`config.mk`:
```
export PLATFORM = sky130hd
export DESIGN_NAME = spi9_cmd_writer
export DESIGN_NICKNAME = d
export VERILOG_FILES = /design/src/rtl/spi9_pkg.sv /design/src/rtl/spi9_frame_pack.sv /design/src/rtl/spi9_tick_gen.sv /design/src/rtl/spi9_shift_out.sv /design/src/rtl/spi9_cmd_writer.sv
export SDC_FILE = /design/constraint.sdc
export NUM_CORES = 1
export LEC_CHECK = 0
export BUFFER_PORTS_ARGS = -buffer_cell sky130_fd_sc_hd__buf_2
export CORE_MARGIN = 4
export CORE_UTILIZATION = 40
export DETAILED_ROUTE_END_ITERATION = 10
export PLACE_DENSITY_LB_ADDON = 0.05
export SLEW_MARGIN = 20
export SYNTH_ARGS = -nofsm -noshare
export SYNTH_HDL_FRONTEND = slang
export SYNTH_SLANG_ARGS = --single-unit
```
`constraint.sdc`:
```
create_clock -name clk_i -period 2.75 [get_ports clk_i]
set_input_delay 0.275 -clock clk_i [delete_from_list [all_inputs] [get_ports clk_i]]
set_output_delay 0.275 -clock clk_i [all_outputs]
set_load 0.01 [all_outputs]
```
`src/rtl/spi9_pkg.sv`:
```
package spi9_pkg;
  localparam int BYTE_W    = 8;
  localparam int WORD_W    = BYTE_W + 1;
  localparam int MAX_WORDS = 3;
  localparam int DATA_W    = BYTE_W * (MAX_WORDS - 1);
  localparam int FRAME_W   = WORD_W * MAX_WORDS;
  localparam int CNT_W     = $clog2(FRAME_W + 1);
  localparam int LEN_W     = $clog2(MAX_WORDS);

  typedef enum logic [2:0] {
    ST_IDLE, ST_LEAD, ST_LOW, ST_HIGH, ST_GAP1, ST_GAP2
  } st_e;
endpackage

```
`src/rtl/spi9_frame_pack.sv`:
```
module spi9_frame_pack
  import spi9_pkg::*;
(
  input  logic [BYTE_W-1:0]  addr_i,
  input  logic [LEN_W-1:0]   len_i,
  input  logic [DATA_W-1:0]  data_i,
  output logic [FRAME_W-1:0] frame_o,
  output logic [CNT_W-1:0]   nbits_o
);
  logic [LEN_W-1:0] eff_len;

  always_comb begin
    if (int'(len_i) > MAX_WORDS - 1) eff_len = LEN_W'(MAX_WORDS - 1);
    else                             eff_len = len_i;
  end

  assign frame_o[FRAME_W-1 -: WORD_W] = {1'b0, addr_i};
  assign nbits_o = CNT_W'(WORD_W * (int'(eff_len) + 1));

  // data slot k carries byte (eff_len-k): high byte first
  for (genvar k = 1; k < MAX_WORDS; k++) begin : g_slot
    logic [DATA_W-1:0] shifted;
    logic [WORD_W-1:0] word;
    always_comb begin
      shifted = '0;
      word    = '0;
      if (k <= int'(eff_len)) begin
        shifted = data_i >> (BYTE_W * (int'(eff_len) - k));
        word    = {1'b1, shifted[BYTE_W-1:0]};
      end
    end
    assign frame_o[FRAME_W-1-k*WORD_W -: WORD_W] = word;
  end
endmodule

```
`src/rtl/spi9_tick_gen.sv`:
```
module spi9_tick_gen #(
  parameter int DIV_W = 8
) (
  input  logic             clk_i,
  input  logic             rst_ni,
  input  logic             run_i,
  input  logic [DIV_W-1:0] half_i,
  output logic             tick_o
);
  logic [DIV_W-1:0] cnt_q;

  assign tick_o = run_i && (cnt_q == half_i - 1'b1);

  always_ff @(posedge clk_i or negedge rst_ni) begin
    if (!rst_ni)                cnt_q <= '0;
    else if (!run_i || tick_o)  cnt_q <= '0;
    else                        cnt_q <= cnt_q + 1'b1;
  end

  p_cnt_bound_r5: assert property (@(posedge clk_i) disable iff (!rst_ni)
    run_i |-> (cnt_q < half_i));
endmodule

```
`src/rtl/spi9_shift_out.sv`:
```
module spi9_shift_out
  import spi9_pkg::*;
(
  input  logic               clk_i,
  input  logic               rst_ni,
  input  logic               load_i,
  input  logic [FRAME_W-1:0] frame_i,
  input  logic [CNT_W-1:0]   nbits_i,
  input  logic               shift_i,
  output logic               bit_o,
  output logic               empty_o
);
  logic [FRAME_W-1:0] sh_q;
  logic [CNT_W-1:0]   rem_q;

  assign bit_o   = sh_q[FRAME_W-1];
  assign empty_o = (rem_q == '0);

  always_ff @(posedge clk_i or negedge rst_ni) begin
    if (!rst_ni) begin
      sh_q  <= '0;
      rem_q <= '0;
    end else if (load_i) begin
      sh_q  <= frame_i;
      rem_q <= nbits_i;
    end else if (shift_i) begin
      sh_q  <= {sh_q[FRAME_W-2:0], 1'b0};
      rem_q <= rem_q - 1'b1;
    end
  end

  p_no_underrun_r1: assert property (@(posedge clk_i) disable iff (!rst_ni)
    shift_i |-> !empty_o);
  p_load_idle_r8: assert property (@(posedge clk_i) disable iff (!rst_ni)
    load_i |-> empty_o);
endmodule

```
`src/rtl/spi9_cmd_writer.sv`:
```
module spi9_cmd_writer
  import spi9_pkg::*;
#(
  parameter int DIV_W = 8
) (
  input  logic              clk_i,
  input  logic              rst_ni,
  input  logic [DIV_W-1:0]  half_div_i,
  input  logic              req_valid_i,
  output logic              req_ready_o,
  input  logic [7:0]        req_addr_i,
  input  logic [1:0]        req_len_i,
  input  logic [15:0]       req_data_i,
  output logic              sck_o,
  output logic              cs_no,
  output logic              mosi_o,
  output logic              done_o
);
  st_e              st_q;
  logic [DIV_W-1:0] half_q;
  logic             sck_q, cs_nq, mosi_q, done_q;
  logic             accept, tick, shift, sh_bit, sh_empty;
  logic [FRAME_W-1:0] frame;
  logic [CNT_W-1:0]   nbits;

  assign req_ready_o = (st_q == ST_IDLE);
  assign accept      = req_valid_i && req_ready_o;
  assign shift       = tick && ((st_q == ST_LEAD) || (st_q == ST_HIGH && !sh_empty));

  spi9_frame_pack u_pack (
    .addr_i  (req_addr_i),
    .len_i   (req_len_i),
    .data_i  (req_data_i),
    .frame_o (frame),
    .nbits_o (nbits)
  );

  spi9_tick_gen #(.DIV_W(DIV_W)) u_tick (
    .clk_i  (clk_i),
    .rst_ni (rst_ni),
    .run_i  (st_q != ST_IDLE),
    .half_i (half_q),
    .tick_o (tick)
  );

  spi9_shift_out u_shift (
    .clk_i   (clk_i),
    .rst_ni  (rst_ni),
    .load_i  (accept),
    .frame_i (frame),
    .nbits_i (nbits),
    .shift_i (shift),
    .bit_o   (sh_bit),
    .empty_o (sh_empty)
  );

  always_ff @(posedge clk_i or negedge rst_ni) begin
    if (!rst_ni) begin
      st_q   <= ST_IDLE;
      half_q <= DIV_W'(1);
      sck_q  <= 1'b1;
      cs_nq  <= 1'b1;
      mosi_q <= 1'b0;
      done_q <= 1'b0;
    end else begin
      done_q <= 1'b0;
      unique case (st_q)
        ST_IDLE: if (accept) begin
          half_q <= (half_div_i == '0) ? DIV_W'(1) : half_div_i;
          cs_nq  <= 1'b0;
          st_q   <= ST_LEAD;
        end
        ST_LEAD: if (tick) begin
          sck_q  <= 1'b0;
          mosi_q <= sh_bit;
          st_q   <= ST_LOW;
        end
        ST_LOW: if (tick) begin
          sck_q <= 1'b1;
          st_q  <= ST_HIGH;
        end
        ST_HIGH: if (tick) begin
          if (sh_empty) begin
            cs_nq <= 1'b1;
            st_q  <= ST_GAP1;
          end else begin
            sck_q  <= 1'b0;
            mosi_q <= sh_bit;
            st_q   <= ST_LOW;
          end
        end
        ST_GAP1: if (tick) st_q <= ST_GAP2;
        ST_GAP2: if (tick) begin
          done_q <= 1'b1;
          st_q   <= ST_IDLE;
        end
        default: st_q <= ST_IDLE;
      endcase
    end
  end

  assign sck_o  = sck_q;
  assign cs_no  = cs_nq;
  assign mosi_o = mosi_q;
  assign done_o = done_q;

  p_sck_idle_r4: assert property (@(posedge clk_i) disable iff (!rst_ni)
    cs_no |-> sck_o);
  p_mosi_edge_r4: assert property (@(posedge clk_i) disable iff (!rst_ni)
    !$stable(mosi_o) |-> $fell(sck_o));
  p_busy_r7: assert property (@(posedge clk_i) disable iff (!rst_ni)
    !cs_no |-> !req_ready_o);
  p_done_pulse_r7: assert property (@(posedge clk_i) disable iff (!rst_ni)
    done_o |=> !done_o);
  p_done_idle_r7: assert property (@(posedge clk_i) disable iff (!rst_ni)
    done_o |-> (cs_no && req_ready_o));
  p_frame_end_r2: assert property (@(posedge clk_i) disable iff (!rst_ni)
    $rose(cs_no) |-> sh_empty);
  p_cs_gap_r6: assert property (@(posedge clk_i) disable iff (!rst_ni)
    $rose(cs_no) |=> cs_no);
endmodule

```
; Word-level counts from Yosys, hierarchy flattened
; Index checks and enable logic that the tools add are counted.
; Widths: inputs -> output; s select.
[classes]
mux = 32
order_cmp = 3
reduce_logical = 21
n_eq_ne = 14
n_shift = 2
multipliers = 1
add_sub_neg = 6
[ops]
columns = op, count
row1 = $shr 16x32->8, 2
row2 = $mux 27, 2
row3 = $mul 5x32->5 const A, 1
row4 = $mux 3, 7
row5 = $mux 9, 2
row6 = $pmux 3 s6, 1
row7 = $mux 8, 2
row8 = $ne 2x2->1 const B, 7
row9 = $mux 1, 12
row10 = $mux 5, 2
row11 = $add 8x1->8 const B, 1
row12 = $eq 8x8->1, 1
row13 = $logic_not 8->1, 1
row14 = $reduce_and 4->1, 2
row15 = $sub 8x1->8 const B, 1
row16 = $eq 3x2->1 const B, 2
row17 = $eq 3x3->1 const B, 2
row18 = $reduce_and 6->1, 1
row19 = $reduce_bool 2->1, 3
row20 = $reduce_bool 3->1, 2
row21 = $logic_not 5->1, 1
row22 = $reduce_and 5->1, 1
row23 = $sub 5x1->5 const B, 1
row24 = $logic_and 1x1->1, 4
row25 = other kinds (15), 18
[totals]
reg_bits = 55
wordCells = 88
output_inout_bits = 5
in_bits = 37

; Logic depth before layout (Yosys ltp)
; Gate-level depths: netlist of run 1.
[depth]
word_depth = 7
ltp_mapped = 9
ltp_nobuf = 8

; Modules after synthesis
; A second synthesis of run 1 with hierarchy kept.
[unflattened]
cells_unflattened = 317
area_unflattened_um2 = 3186.8
[modules_own_cells]
columns = mod, area_each_um2, seq_area_each_um2, cells_per_inst, instances
row1 = spi9_shift_out, 1536.5, 800.8, 146, 1
row2 = spi9_tick_gen, 701.9, 200.2, 77, 1
row3 = spi9_cmd_writer, 671.9, 379.1, 57, 1
row4 = spi9_frame_pack, 276.5, 0.0, 37, 1

; Least setup slack after synthesis of run 1
; OpenSTA, ideal clock, no wires.
[synth_path]
path_kind = register to register
from = reg half_q[1]
to = reg u_shift.rem_q[3]
setup_time_ps = 82
period_less_slack_ps = 2447
path_buffers = 1
path_stages_with_launch = 8
arrival_time_ps = 2365
required_ps = 2668
slack_ps = 303
cell_sequence = dfrtp_1 > or4_4 > or4_1 > o211ai_2 > a31oi_2 > buf_6 > or4_1 > a31oi_1
[synth_between]
elab_chain_cells = 5
[synth_rtl]
columns = item, line_no
row1 = from (decl), spi9_cmd_writer.sv:20  ; logic [DIV_W-1:0] half_q;
row2 = from (signal assigned), spi9_cmd_writer.sv:69  ; half_q <= (half_div_i == '0) ? DIV_W'(1) : half_div_i;
row3 = $sub 8x1->8, spi9_tick_gen.sv:12  ; assign tick_o = run_i && (cnt_q == half_i - 1'b1);
row4 = $eq 8x8->1, spi9_tick_gen.sv:12
row5 = $logic_and 1x1->1, spi9_tick_gen.sv:12
row6 = $logic_and 1x1->1, spi9_cmd_writer.sv:28  ; assign shift = tick && ((st_q == ST_LEAD) || (st_q == ST_HIGH && !sh_empty));
row7 = $reduce_bool 2->1 (no line), -
row8 = to (signal assigned), spi9_shift_out.sv:25  ; rem_q <= nbits_i;
row9 = to (signal assigned), spi9_shift_out.sv:28  ; rem_q <= rem_q - 1'b1;
row10 = to (decl), spi9_shift_out.sv:14  ; logic [CNT_W-1:0] rem_q;
; No other way between the ends.
; A chain may end at the register's enable or synchronous reset.

; Worst setup path after layout of run 1
[layout_path]
from = reg half_q[2]
to = reg u_shift.rem_q[4]
; Same word-level chain as after synthesis.

==> flow_metrics.env, run 1 <==
export IMPL_status="finished clean"
export IMPL_synth_warning_count=0
export IMPL_rsz0062_at_grt="false"
export IMPL_htree_levels=2
export IMPL_cp_arrival_ps=2780
export IMPL_die_h_um=94.1
export IMPL_syn_cell_area_um2=2970
export IMPL_synth_distinct_cells=52
export IMPL_die_w_um=94.1
export IMPL_grt_pass1_vias=2593
export IMPL_start_util_pct=41.1
export IMPL_io_pins=42
export IMPL_rows=31
export IMPL_relSlewSlack_pct=46.6
export IMPL_fmax_mhz=392
export IMPL_grt_use_total_pct=18.1
export IMPL_nFillCells=736
export IMPL_drcViolationCount=0
export IMPL_antenna_cells_inserted=0
export IMPL_vias=2605
export IMPL_syn_avg_cell_area_um2=9.39
export IMPL_critPathRequiredTime_ps=2980
export IMPL_critical_path_cell_chain="or4_4 > or4_1 > o211ai_2 > a31oi_2 > buf_4 > o31a_1 > nor3_1"
export IMPL_cts_tree="built"
export IMPL_core_region_area_um2=7210
export IMPL_finalMaxSlewViolations=0
export IMPL_slowest_stage="or4_1"
export IMPL_hold_path_class="input port to asynchronous set/reset pin"
export IMPL_fin_nets=392
export IMPL_overflow=0
export IMPL_placement_io_buffers=41
export IMPL_fin_crit_sh_pct=92.9
export IMPL_post_drt_wl_per_cell_um=16.6
export IMPL_synth_edff_count=0
export IMPL_antenna_found_initial=0
export IMPL_dp_hpwl_mm=5.29
export IMPL_finalHoldViolations=0
export IMPL_p_per_area_nw_per_um2=1070
export IMPL_tightest_slew_ps=799
export IMPL_rr_worst_depth=7
export IMPL_design_area_um2=3420
export IMPL_finalSetupViolCount=0
export IMPL_wirelength_mm=7.49
export IMPL_cts_max_path_buffers=2
export IMPL_final_common_cell="dfrtp_1"
export IMPL_die_area_um2=8860
export IMPL_post_route_min_period_ps=2550
export IMPL_clock_latency_ps=310
export IMPL_gp_congestion=0.840
export IMPL_cts_root_buffer="clkbuf_8"
export IMPL_slowest_delay_ps=530
export IMPL_syn_to_final_growth_pct=15.2
export IMPL_numCtsBuffers=5
export IMPL_r2r_start="half_q[2]"
export IMPL_p_leak_nw=1.47
export IMPL_ys_ff_latch=55
export IMPL_maxCapViolCount=0
export IMPL_worstSetupEndpointType="register"
export IMPL_place_area_um2=3320
export IMPL_peakVddDrop_uv=357
export IMPL_cp_max_fo=22
export IMPL_drive_gt1_share_pct=22.4
export IMPL_synthesis_nets=357
export IMPL_ant_nets=0
export IMPL_clock_skew_ps=12.9
export IMPL_yosysSeqAreaShare_pct=46.5
export IMPL_rrSetupSlack_ps=200
export IMPL_final_cell_mix="dfrtp_1 (52), buf_2 (41), nand2_1 (24), o21ai_1 (22), a31oi_1 (20)"
export IMPL_clock_sinks=55
export IMPL_post_cts_buffers=0
export IMPL_syn_inst=316
export IMPL_rr_endpoint="u_shift.rem_q[4]"
export IMPL_whs_ps=19.7
export IMPL_cp_start_kind="register"
export IMPL_ys_async_sr_fraction_pct=100
export IMPL_viasPerCell=5.78
export IMPL_criticalPathCategory="register to register"
export IMPL_clk_pin_slew_ps=100
export IMPL_first_pass_iters=4
export IMPL_initialDrtViolationCount=133
export IMPL_synth_ff_type="dfrtp_1"
export IMPL_finalSetupTns_ps=0
export IMPL_grt_max_degree=48
export IMPL_grt_pass1_wl_mm=12.8
-- worst max-delay path, delay by kind of cell (launching register included) --
kind | cells | cell delay [ps]
flops | 1 | 460
compound gates | 3 | 520
simple gates | 3 | 1220
buf+inv | 1 | 280
-- state kept, by name, indices dropped and copies added, names as in the netlist --
| name | cells |
|---|---|
| u_shift.rem_q | 5 |
| cs_no | 1 |
| st_q | 3 |
| u_tick.cnt_q | 8 |
| u_shift.sh_q | 27 |
| sck_o | 1 |
| half_q | 8 |
| mosi_o | 1 |
| done_o | 1 |
-- metal layers --
metal  wire length (µm)  global-route usage (%)  vias to the layer above
li1                   -                       -                     1262
met4                 59                    4.81                        0
met3                279                    2.96                        5
met5                  0                       0                        -
met1               3850                    26.9                     1284
met2               3300                    27.4                       54
-- worst max-delay path by stage --
stage	slack, ps	to	start	cells after the start
floorplan	300	u_shift.rem_q[3]	half_q[1]	7
global placement	260	u_shift.sh_q[20]	half_q[2]	6
detailed placement	180	u_shift.sh_q[23]	half_q[1]	9
CTS	170	u_shift.sh_q[23]	half_q[1]	9
global route	7	u_shift.rem_q[4]	half_q[2]	7
finish	200	u_shift.rem_q[4]	half_q[2]	7
-- cells in the mapped netlist (all sizes together), types with 2 or more instances --
| cell type | n | area share [%] |
|---|---|---|
| clkbuf | 20 | 2.5 |
| and3 | 14 | 3.0 |
| inv | 7 | 0.89 |
| a21oi | 12 | 2.0 |
| o31ai | 2 | 0.51 |
| dfrtp | 52 | 44 |
| ha | 4 | 1.7 |
| nor3b | 3 | 0.76 |
| nand3b | 2 | 0.51 |
| a221oi | 8 | 2.4 |
| o211ai | 3 | 0.93 |
| or2 | 2 | 0.42 |
| o21ai | 26 | 4.4 |
| nor2 | 9 | 1.1 |
| nand3 | 9 | 1.5 |
| xor2 | 6 | 1.8 |
| dfstp | 3 | 2.7 |
| a221o | 8 | 2.7 |
| nand2b | 3 | 0.63 |
| buf | 10 | 1.7 |
| xnor2 | 7 | 2.1 |
| nand4 | 18 | 3.8 |
| nor4 | 3 | 0.63 |
| a31oi | 21 | 4.6 |
| nor3 | 16 | 2.7 |
| or4 | 5 | 1.4 |
| nand2 | 24 | 3.0 |
-- metrics by stage --
stage | setup WS, ps | utilization [%] | cells | power [mW]
floorplan | 303 | - | 316 | 2.68
global placement | 263 | 46.0 | 443 | 3.17
detailed placement | 179 | 46.0 | 443 | 3.19
CTS | 174 | 47.2 | 451 | 3.65
global route | 7.00 | 47.4 | 451 | 3.97
finish | 196 | 47.4 | 451 | 3.65
-- cell type report --
cell class	instances	area, µm²	area share, %
clock inverters	2	16.3	0.476
well taps	99	124	3.63
flip-flops and latches	55	1380	40.4
clock buffers	6	72.6	2.12
repair buffers	58	345	10.1
inverters	7	26.3	0.769
multi-input cells	224	1450	42.5
-- power by group --
group          internal, mW  switching, mW
sequential             1.17          0.321
combinational         0.731          0.971
clock                 0.184          0.270
-- cells by family after synthesis --
logic type / share of synthesized area [%]
muxes: 0.380
AOI/OAI and AO/OA: 21.6
and+or+nand+nor: 20.8
buffers and inverters: 5.15
adders and majority gates: 1.69
xor gates and xnor gates: 3.84
DFF: 46.5
-- what timing repair did --
item | in CTS | in global routing
endpoints found under the setup margin | 0 | 9
hold buffers | 0 | 0
gates resized for setup | 0 | 2
No activity file was read; power rests on OpenSTA's default activity.
==> run 2: changes to the inputs <==
CORE_ASPECT_RATIO = 1.75   (was not set)
==> flow_metrics.env, run 2 (synthesis results as in run 1) <==
export IMPL_final_common_cell="dfrtp_1"
export IMPL_finalHoldViolations=3
export IMPL_slowest_stage="or4_4"
export IMPL_final_cell_mix="dfrtp_1 (52), buf_2 (41), nand2_1 (24), o21ai_1 (22), a31oi_1 (20)"
export IMPL_fin_cells=437
export IMPL_numCtsBuffers=5
export IMPL_wirelength_mm=7.79
export IMPL_clock_latency_ps=290
export IMPL_cp_startpoint="half_q[2]"
export IMPL_largest_reg_flops=27
export IMPL_die_h_um=122
export IMPL_gp_congestion=0.769
export IMPL_maxCapViolCount=0
export IMPL_post_cts_buffers=0
export IMPL_syn_to_final_growth_pct=17.3
export IMPL_ant_nets=0
export IMPL_die_w_um=73.1
export IMPL_worstSetupEndpointType="register"
export IMPL_r2r_start="half_q[2]"
export IMPL_grt_max_degree=47
export IMPL_cts_tree="built"
export IMPL_critPathRequiredTime_ps=2970
export IMPL_overflow=0
export IMPL_antenna_found_initial=0
export IMPL_clk_pin_slew_ps=70
export IMPL_drcViolationCount=0
export IMPL_finalMaxSlewViolations=0
export IMPL_rrSetupSlack_ps=130
export IMPL_cp_start_kind="register"
export IMPL_clock_sinks=55
export IMPL_placement_io_buffers=41
export IMPL_grt_use_total_pct=18.5
export IMPL_post_route_min_period_ps=2620
export IMPL_post_drt_wl_per_cell_um=17.8
export IMPL_violations="hold timing"
export IMPL_relSlewSlack_pct=43.1
export IMPL_drive_gt1_share_pct=21.9
export IMPL_path_delay_family="simple AND/OR/NAND/NOR gates"
export IMPL_initialDrtViolationCount=147
export IMPL_cts_max_path_buffers=2
export IMPL_htree_levels=2
export IMPL_dp_cells=429
export IMPL_die_area_um2=8910
export IMPL_grt_pass1_wl_mm=12.9
export IMPL_whs_ps=-4.31
export IMPL_status="complete, but fails checks"
export IMPL_cts_root_buffer="clkbuf_16"
export IMPL_io_pins=42
export IMPL_p_leak_nw=1.50
export IMPL_cp_arrival_ps=2840
export IMPL_crit_buf_inv=1
export IMPL_peakVddDrop_uv=504
export IMPL_reg_top3="u_shift.sh_q x27, half_q x8, u_tick.cnt_q x8"
export IMPL_fin_crit_sh_pct=95.3
export IMPL_criticalPathCategory="register to register"
export IMPL_grt_pass1_vias=2659
export IMPL_p_per_area_nw_per_um2=1120
export IMPL_start_util_pct=41.0
export IMPL_rr_endpoint="u_shift.rem_q[4]"
export IMPL_worstSetupPathDepth=7
export IMPL_cp_max_fo=21
export IMPL_top_register="u_shift.sh_q"
export IMPL_core_region_area_um2=7230
export IMPL_vias=2635
export IMPL_fmax_mhz=382
export IMPL_rows=41
export IMPL_dp_hpwl_mm=5.45
export IMPL_slowest_delay_ps=530
export IMPL_finalSetupViolCount=0
export IMPL_clock_skew_ps=5.41
export IMPL_rr_worst_depth=7
export IMPL_critical_path_cell_chain="or4_4 > or2_2 > o21ai_1 > a31oi_2 > buf_4 > o31a_1 > nor3_1"
export IMPL_fin_nets=391
export IMPL_first_pass_iters=4
export IMPL_finalSetupTns_ps=0
export IMPL_antenna_cells_inserted=0
export IMPL_hold_path_class="input port to asynchronous set/reset pin"
export IMPL_viasPerCell=6.03
export IMPL_tightest_slew_ps=848
run 2: per-stage QoR:
step	power [mW]	hold WS, ps	utilization [%]	area, µm²	setup WS (ps)
floorplan	2.68	-20.6	-	2970	303
global placement	3.19	332	45.7	3310	69.9
detailed placement	3.20	347	45.7	3310	20.4
CTS	3.89	26.7	48.0	3470	1.54
global route	4.20	50.7	48.1	3480	-32.1
finish	3.91	-4.31	48.1	3480	130
run 2: final cells by class:
cell class / count / area (µm²)
clock inverter: 1 / 7.51
sequential: 55 / 1380
inverter: 7 / 26.3
clock buffer: 7 / 153
tap: 86 / 108
timing repair buffer: 57 / 350
fill: 694 / 3750
multi-input combinational: 224 / 1460
run 2: worst reg2reg max path: cells and delay by family, from the launching register on:
| kind | cells | cell delay, ps |
|---|---|---|
| AO/OA/AOI/OAI | 3 | 790 |
| buffers and inverters | 1 | 290 |
| flip-flops | 1 | 450 |
| AND/OR/NAND/NOR | 3 | 1010 |
run 2: routing by layer:
layer	vias to the layer above	share of wire, %	global-route usage [%]
li1	1261	-	-
met1	1317	41	22.2
met2	48	54	32.7
met3	9	3.2	2.97
met4	0	1.6	6.00
met5	-	0	0
run 2: what timing repair did:
item,4_1_cts,5_1_grt
endpoints found under the hold margin,0,0
resized for setup,0,1
hold buffers,0,0
setup endpoints to repair,0,47
run 2: power by group:
part / total [mW] / switching (mW) / internal (mW)
sequential: 1.49 / 0.323 / 1.17
clock: 0.683 / 0.295 / 0.388
combinational: 1.73 / 1.01 / 0.722
total: 3.91 / 1.63 / 2.28
run 2: how the worst max path moves through the flow:
stage | endpoint | slack (ps)
after floorplan | u_shift.rem_q[3] | 300
after global placement | mosi_o | 70
after detailed placement | mosi_o | 20
after CTS | mosi_o | 2
after global routing | mosi_o | -30
final | u_shift.rem_q[4] | 130
